==> config.mk <==
export PLATFORM = sky130hd
export DESIGN_NAME = timer_tick_gen
export DESIGN_NICKNAME = d
export VERILOG_FILES = /design/src/rtl/tick_gen_pkg.sv /design/src/rtl/tick_prescaler.sv /design/src/rtl/tick_ext_monitor.sv /design/src/rtl/tick_chan_div.sv /design/src/rtl/timer_tick_gen.sv
export SDC_FILE = /design/constraint.sdc
export NUM_CORES = 1
export LEC_CHECK = 0
export BUFFER_PORTS_ARGS = -buffer_cell sky130_fd_sc_hd__buf_2
export CAP_MARGIN = 10
export CORE_ASPECT_RATIO = 1.1
export CORE_MARGIN = 4
export CORE_UTILIZATION = 25
export DETAILED_ROUTE_END_ITERATION = 8
export PLACE_DENSITY = 0.42
export SLEW_MARGIN = 20
export SYNTH_ARGS = -nofsm -noshare
export SYNTH_HDL_FRONTEND = slang
export SYNTH_SLANG_ARGS = --single-unit
export TNS_END_PERCENT = 10
==> constraint.sdc <==
create_clock -name clk -period 3.71 [get_ports clk]
set_clock_uncertainty 0.1 [all_clocks]
set_input_delay 0.371 -clock clk [delete_from_list [all_inputs] [get_ports clk]]
set_output_delay 0.371 -clock clk [all_outputs]
set_load 0.01 [all_outputs]
==> src/rtl/tick_gen_pkg.sv <==
package tick_gen_pkg;

    localparam int SEL_BITS  = 4;
    localparam int MAX_SHIFT = 4;
    localparam int SHIFT_W   = 3;

    typedef enum logic {
        CFG_PRESCALE = 1'b0,
        CFG_SOURCE   = 1'b1
    } cfg_reg_e;

    typedef struct packed {
        logic               use_ext;
        logic [SHIFT_W-1:0] shift;
    } src_sel_t;

    function automatic src_sel_t decode_sel(input logic [SEL_BITS-1:0] code);
        src_sel_t s;
        s.use_ext = 1'b0;
        s.shift   = '0;
        case (code)
            4'd0, 4'd1, 4'd2, 4'd3, 4'd4: s.shift = code[SHIFT_W-1:0];
            4'd5, 4'd6, 4'd7:             s.use_ext = 1'b1;
            default:                      s.shift = '0;
        endcase
        return s;
    endfunction

    function automatic logic [MAX_SHIFT-1:0] div_mask(input logic [SHIFT_W-1:0] shift);
        return ~({MAX_SHIFT{1'b1}} << shift);
    endfunction

endpackage

==> src/rtl/tick_prescaler.sv <==
module tick_prescaler #(
    parameter int PRE_W = 8
) (
    input  logic             clk,
    input  logic             rst,
    input  logic [PRE_W-1:0] reload_val,
    output logic             pre_tick
);
    logic [PRE_W-1:0] cnt_q;
    logic [PRE_W-1:0] act_q;

    assign pre_tick = (cnt_q == act_q);

    always_ff @(posedge clk) begin
        if (rst) begin
            cnt_q <= '0;
            act_q <= '0;
        end else if (pre_tick) begin
            cnt_q <= '0;
            act_q <= reload_val;
        end else begin
            cnt_q <= cnt_q + 1'b1;
        end
    end

    // the counter restarts right after every wrap
    a_r3_wrap_restart: assert property (@(posedge clk) disable iff (rst)
        pre_tick |=> (cnt_q == '0));

    // the count never passes the value latched for this interval
    a_r2_count_bounded: assert property (@(posedge clk) disable iff (rst)
        cnt_q <= act_q);

endmodule

==> src/rtl/tick_ext_monitor.sv <==
module tick_ext_monitor #(
    parameter int STALL_LIMIT = 64
) (
    input  logic clk,
    input  logic rst,
    input  logic ext_in,
    output logic edge_o,
    output logic live_o
);
    localparam int SC_W = $clog2(STALL_LIMIT + 1);
    localparam logic [SC_W-1:0] LIMIT_V = SC_W'(STALL_LIMIT);

    logic            sync1_q, sync2_q, hist_q;
    logic [SC_W-1:0] quiet_q, quiet_d;
    logic            alive_q, alive_d;

    assign edge_o = sync2_q & ~hist_q;
    assign live_o = alive_q | edge_o;

    always_comb begin
        if (edge_o)
            quiet_d = '0;
        else if (quiet_q == LIMIT_V)
            quiet_d = LIMIT_V;
        else
            quiet_d = quiet_q + 1'b1;

        if (edge_o)
            alive_d = 1'b1;
        else if (quiet_d == LIMIT_V)
            alive_d = 1'b0;
        else
            alive_d = alive_q;
    end

    always_ff @(posedge clk) begin
        if (rst) begin
            sync1_q <= 1'b0;
            sync2_q <= 1'b0;
            hist_q  <= 1'b0;
            quiet_q <= LIMIT_V;
            alive_q <= 1'b0;
        end else begin
            sync1_q <= ext_in;
            sync2_q <= sync1_q;
            hist_q  <= sync2_q;
            quiet_q <= quiet_d;
            alive_q <= alive_d;
        end
    end

    // a detected edge is never two cycles wide
    a_r5_edge_isolated: assert property (@(posedge clk) disable iff (rst)
        edge_o |=> !edge_o);

    // an edge makes the clock live
    a_r6_edge_revives: assert property (@(posedge clk) disable iff (rst)
        edge_o |=> alive_q);

    // a full quiet window means not live
    a_r6_idle_timeout: assert property (@(posedge clk) disable iff (rst)
        (quiet_q == LIMIT_V) |-> !alive_q);

endmodule

==> src/rtl/tick_chan_div.sv <==
module tick_chan_div
    import tick_gen_pkg::*;
(
    input  logic               clk,
    input  logic               rst,
    input  logic               pre_tick,
    input  logic [SHIFT_W-1:0] shift,
    output logic               div_tick
);
    logic [MAX_SHIFT-1:0] dcnt_q;
    logic [MAX_SHIFT-1:0] mask;
    logic                 at_top;

    assign mask     = div_mask(shift);
    assign at_top   = (dcnt_q >= mask);
    assign div_tick = pre_tick & at_top;

    always_ff @(posedge clk) begin
        if (rst)
            dcnt_q <= '0;
        else if (pre_tick)
            dcnt_q <= at_top ? '0 : dcnt_q + 1'b1;
    end

    // the count moves only on prescaler wraps
    a_r4_count_on_wrap: assert property (@(posedge clk) disable iff (rst)
        !pre_tick |=> $stable(dcnt_q));

endmodule

==> src/rtl/timer_tick_gen.sv <==
module timer_tick_gen
    import tick_gen_pkg::*;
#(
    parameter int NUM_CH       = 5,
    parameter int LOW_GROUP_CH = 2,
    parameter int PRE_W        = 8,
    parameter int SEL_W        = SEL_BITS,
    parameter int STALL_LIMIT  = 64,
    localparam int PRE_BITS    = 2 * PRE_W,
    localparam int SRC_BITS    = NUM_CH * SEL_W,
    localparam int WR_W        = (PRE_BITS > SRC_BITS) ? PRE_BITS : SRC_BITS
) (
    input  logic              clk,
    input  logic              rst,
    input  logic              wr_en,
    input  logic              wr_sel,
    input  logic [WR_W-1:0]   wr_data,
    input  logic              ext_clk_a,
    input  logic              ext_clk_b,
    output logic [NUM_CH-1:0] tick_o
);
    localparam int NUM_GRP = 2;

    logic [PRE_BITS-1:0] pre_cfg_q;
    logic [SRC_BITS-1:0] src_cfg_q;
    logic [NUM_GRP-1:0]  grp_pre_tick;
    logic [NUM_GRP-1:0]  grp_edge;
    logic [NUM_GRP-1:0]  grp_live;
    logic [NUM_GRP-1:0]  ext_vec;
    logic [NUM_CH-1:0]   div_tick;
    logic [NUM_CH-1:0]   tick_d;
    logic [NUM_CH-1:0]   tick_q;

    assign ext_vec = {ext_clk_b, ext_clk_a};

    always_ff @(posedge clk) begin
        if (rst) begin
            pre_cfg_q <= '0;
            src_cfg_q <= '0;
        end else if (wr_en) begin
            if (cfg_reg_e'(wr_sel) == CFG_SOURCE)
                src_cfg_q <= wr_data[SRC_BITS-1:0];
            else
                pre_cfg_q <= wr_data[PRE_BITS-1:0];
        end
    end

    for (genvar g = 0; g < NUM_GRP; g++) begin : g_grp
        tick_prescaler #(.PRE_W(PRE_W)) u_pre (
            .clk        (clk),
            .rst        (rst),
            .reload_val (pre_cfg_q[g*PRE_W +: PRE_W]),
            .pre_tick   (grp_pre_tick[g])
        );
        tick_ext_monitor #(.STALL_LIMIT(STALL_LIMIT)) u_ext (
            .clk    (clk),
            .rst    (rst),
            .ext_in (ext_vec[g]),
            .edge_o (grp_edge[g]),
            .live_o (grp_live[g])
        );
    end

    for (genvar c = 0; c < NUM_CH; c++) begin : g_ch
        localparam int GRP = (c < LOW_GROUP_CH) ? 0 : 1;
        src_sel_t sel;
        assign sel = decode_sel(src_cfg_q[c*SEL_W +: SEL_W]);

        tick_chan_div u_div (
            .clk      (clk),
            .rst      (rst),
            .pre_tick (grp_pre_tick[GRP]),
            .shift    (sel.shift),
            .div_tick (div_tick[c])
        );

        assign tick_d[c] = (sel.use_ext && grp_live[GRP]) ? grp_edge[GRP] : div_tick[c];

        // every tick traces back to a wrap or an external edge one cycle earlier
        a_r8_tick_source: assert property (@(posedge clk) disable iff (rst)
            tick_q[c] |-> $past(grp_pre_tick[GRP] | grp_edge[GRP]));
    end

    always_ff @(posedge clk) begin
        if (rst)
            tick_q <= '0;
        else
            tick_q <= tick_d;
    end

    assign tick_o = tick_q;

endmodule

==> impl_metrics.ini <==
[timing]
worst_pin_slew_ns = 0.826
setup-violations-final = 0
rsz0062_at_grt = false
fmax_mhz = 358
finalCriticalPeriod_ns = 2.80
max_slew_margin_pct = 44.9
setup_tns_ns = 0
setup_slack_ns = 0.914
drv_slew = 0
finalHoldViolations = 0
finalCritPeriodShare_pct = 75.4

[worst_setup_path]
critPathMaxStageDelay_ns = 0.51
cp_data_required_time_ns = 3.94
startpoint_type = register
reg2reg_slack_ns = 0.91
crit_fanout = 5
timing.rr.end = g_ch[0].u_div.dcnt_q[3]$_SDFFE_PP0P_
rr_worst_depth = 9
arrival_ns = 3.02
crit_path_cell_trace = nor2_1, mux2i_1, or2_2, o21bai_1, ha_1, a2111oi_0, nor2_1, or4_1, a31oi_1
crit_type = reg -> reg
slowest_stage = a2111oi_0
worstSetupEndpointType = register
crit_top_cell = nor2_1
crit-reg2reg-launch = src_cfg_q[0]$_SDFFE_PP0P_

[global_routing]
grt_max_degree = 45
antenna_found_initial = 0
grt-ovfl-total = 0
grt_pass1_wl_um = 20200
grt_usage_pct = 10.2
grt_pass1_vias = 4278

[cells_and_area]
stdcell_count = 979
synthToLayoutAreaGrowth_pct = 19.2
design_area_mm2 = 0.00644
layout_commonest_cell = dfxtp_1
diodes = 0
nets = 733
drive_gt1_share_pct = 11.6
fill_cells = 2281
final_cell_mix = dfxtp_1 (115), nand2_1 (112), a21oi_1 (62), nor2_1 (59), nand3_1 (37)

[die]
die_x_um = 148
initial_core_util_pct = 25.4
die_height_um = 162
io_pins = 31
row_count = 56
coreArea_mm2 = 0.0213
die_area_mm2 = 0.0241

[logic_synthesis]
ys_ff_latch = 115
yosys_most_used_dff = dfxtp_1
yosysWarningCount = 0
avgSynthCellArea_um2 = 8.27
synth_cell_types = 50
synth_edf_count = 0
synth_top_area_share_pct = 42.6
yosys.area.top_type = dfxtp_1
synth.net_count = 711
syn_area_mm2 = 0.00541
synthTopCellsByArea = dfxtp_1 (43%), nand2_1 (7.8%), ha_1 (7.2%), xor2_1 (5.8%), a21oi_1 (5.7%)
ys_seq_area_share_pct = 42.6
ys_async_sr_fraction_pct = 0
synthCells = 654

[routing]
first_pass_iters = 4
via_count = 4328
drc = 0
ant_nets = 0
via_per_inst = 4.42
totalWireLength_um = 11600
drt-initial-drc-count = 175
drt-wirelength-per-cell_um = 11.9

[cts]
cts.clk_slew.worst_paths_ns = 0.06
clock_sinks = 115
clockRootBuffer = clkbuf_16
post_cts_buffers = 0
cts_tree = done
htree_num_levels = 4
post_cts_resized = 0
holdBufCountCts = 0
numCtsBuffers = 17
clock_latency_ns = 0.41
clock_path_buffers = 2

[hold_path]
holdCritStartpoint = ext_clk_b
holdCritPathClass = in -> reg
hold_path_depth = 2
hold_end = g_grp[1].u_ext.sync1_q$_SDFF_PP0_

[power]
combPwrFrac_pct = 20.6
total_power_mw = 3.91
p_per_area_mw_per_mm2 = 607
sw_frac_of_total_pct = 30.4
clkPwrFrac_pct = 42.9
internal-power_mw = 2.72
p_switching_mw = 1.19
ir_drop_uv = 339
seq_power_share_pct = 36.5
leakage_nw = 2.52

[place]
port-buffer-count = 30
dp_hpwl_um = 8360
numPlacedInstances = 947
preCtsSetupSlack_ns = 0.924
place_congestion = 0.753
dpl_cell_area_mm2 = 0.00583

[run_status]
outcome = completed

[job]
cap_violations = 0
==> cells by family after synthesis <==
| kind of cell | Yosys count | share of synthesized area, % |
|---|---|---|
| muxes | 13 | 2.41 |
| and+or+nand+nor | 292 | 25.3 |
| buffers and inverters | 53 | 3.86 |
| adders and majority gates | 31 | 7.17 |
| DFF | 115 | 42.6 |
| AOI/OAI and AO/OA | 106 | 11.5 |
| xor gates and xnor gates | 44 | 7.12 |
==> synthesized netlist by cell type, drive strengths merged, types with 13 or more instances <==
master,instances
dfxtp,115
nand2,113
a21oi,62
nor2,59
nand3,37
xor2,36
ha,31
clkbuf,28
inv,20
nor2b,15
mux2i,13
o21ai,13
==> cell type report <==
cell class | instances | area [um2] | area share (%)
Clock buffer | 20 | 457 | 7.09
Tap cell | 290 | 363 | 5.63
Inverter | 20 | 75.1 | 1.16
Multi-Input combinational cell | 486 | 2900 | 45.0
Timing Repair Buffer | 36 | 195 | 3.03
Clock inverter | 12 | 155 | 2.41
Sequential cell | 115 | 2300 | 35.7
==> stage by stage <==
| step | hold slack (ns) | util (%) |
|---|---|---|
| 2_1_floorplan | 0.314 | - |
| 3_3_place_gp | 0.324 | 27.4 |
| 3_5_place_dp | 0.333 | 27.4 |
| 4_1_cts | 0.0656 | 30.3 |
| 5_1_grt | 0.0880 | 30.3 |
| 6_report | 0.0808 | 30.3 |
==> sequential cells by signal (all words and copies together) (netlist names) <==
register,count
g_ch.u_div.dcnt_q,20
g_grp.u_ext.alive_q,2
g_grp.u_ext.hist_q,2
g_grp.u_ext.quiet_q,14
g_grp.u_ext.sync1_q,2
g_grp.u_ext.sync2_q,2
g_grp.u_pre.act_q,16
g_grp.u_pre.cnt_q,16
pre_cfg_q,16
src_cfg_q,20
tick_o,5
==> how the worst max path moves through the flow <==
stage,start,slack (ns),to
floorplan,src_cfg_q[0]$_SDFFE_PP0P_,1.13,g_ch[0].u_div.dcnt_q[3]$_SDFFE_PP0P_
global placement,src_cfg_q[0]$_SDFFE_PP0P_,0.98,g_ch[0].u_div.dcnt_q[3]$_SDFFE_PP0P_
detailed placement,src_cfg_q[0]$_SDFFE_PP0P_,0.92,g_ch[0].u_div.dcnt_q[3]$_SDFFE_PP0P_
CTS,src_cfg_q[0]$_SDFFE_PP0P_,0.90,g_ch[0].u_div.dcnt_q[3]$_SDFFE_PP0P_
global route,src_cfg_q[0]$_SDFFE_PP0P_,0.61,g_ch[0].u_div.dcnt_q[3]$_SDFFE_PP0P_
finish,src_cfg_q[0]$_SDFFE_PP0P_,0.91,g_ch[0].u_div.dcnt_q[3]$_SDFFE_PP0P_
==> worst max-delay path: cells and delay by family (launching register included) <==
family	cells	cell delay (ns)
AO/OA/AOI/OAI	3	0.80
adder cells (fa/ha/maj)	1	0.19
flip-flops	1	0.32
multiplexers	1	0.12
AND/OR/NAND/NOR	4	1.18
==> routing by layer <==
metal / part of all wire, % / wire, um / vias up / track usage (%)
li1: - / - / 2269 / -
met1: 49 / 5720 / 1986 / 13.0
met2: 46 / 5330 / 60 / 16.7
met3: 3.4 / 395 / 13 / 2.54
met4: 1.6 / 181 / 0 / 4.16
met5: 0 / 0 / - / 0
==> power groups by stage <==
stage | Sequential [mW] | Combinational, mW | Clock [mW]
3_5_place_dp | 1.46 | 0.820 | 0
5_1_grt | 1.45 | 0.934 | 1.78
3_3_place_gp | 1.46 | 0.803 | 0
4_1_cts | 1.43 | 0.826 | 1.73
2_1_floorplan | 1.44 | 0.600 | 0
6_report | 1.43 | 0.807 | 1.68
Power figures use the tool's default switching activity.
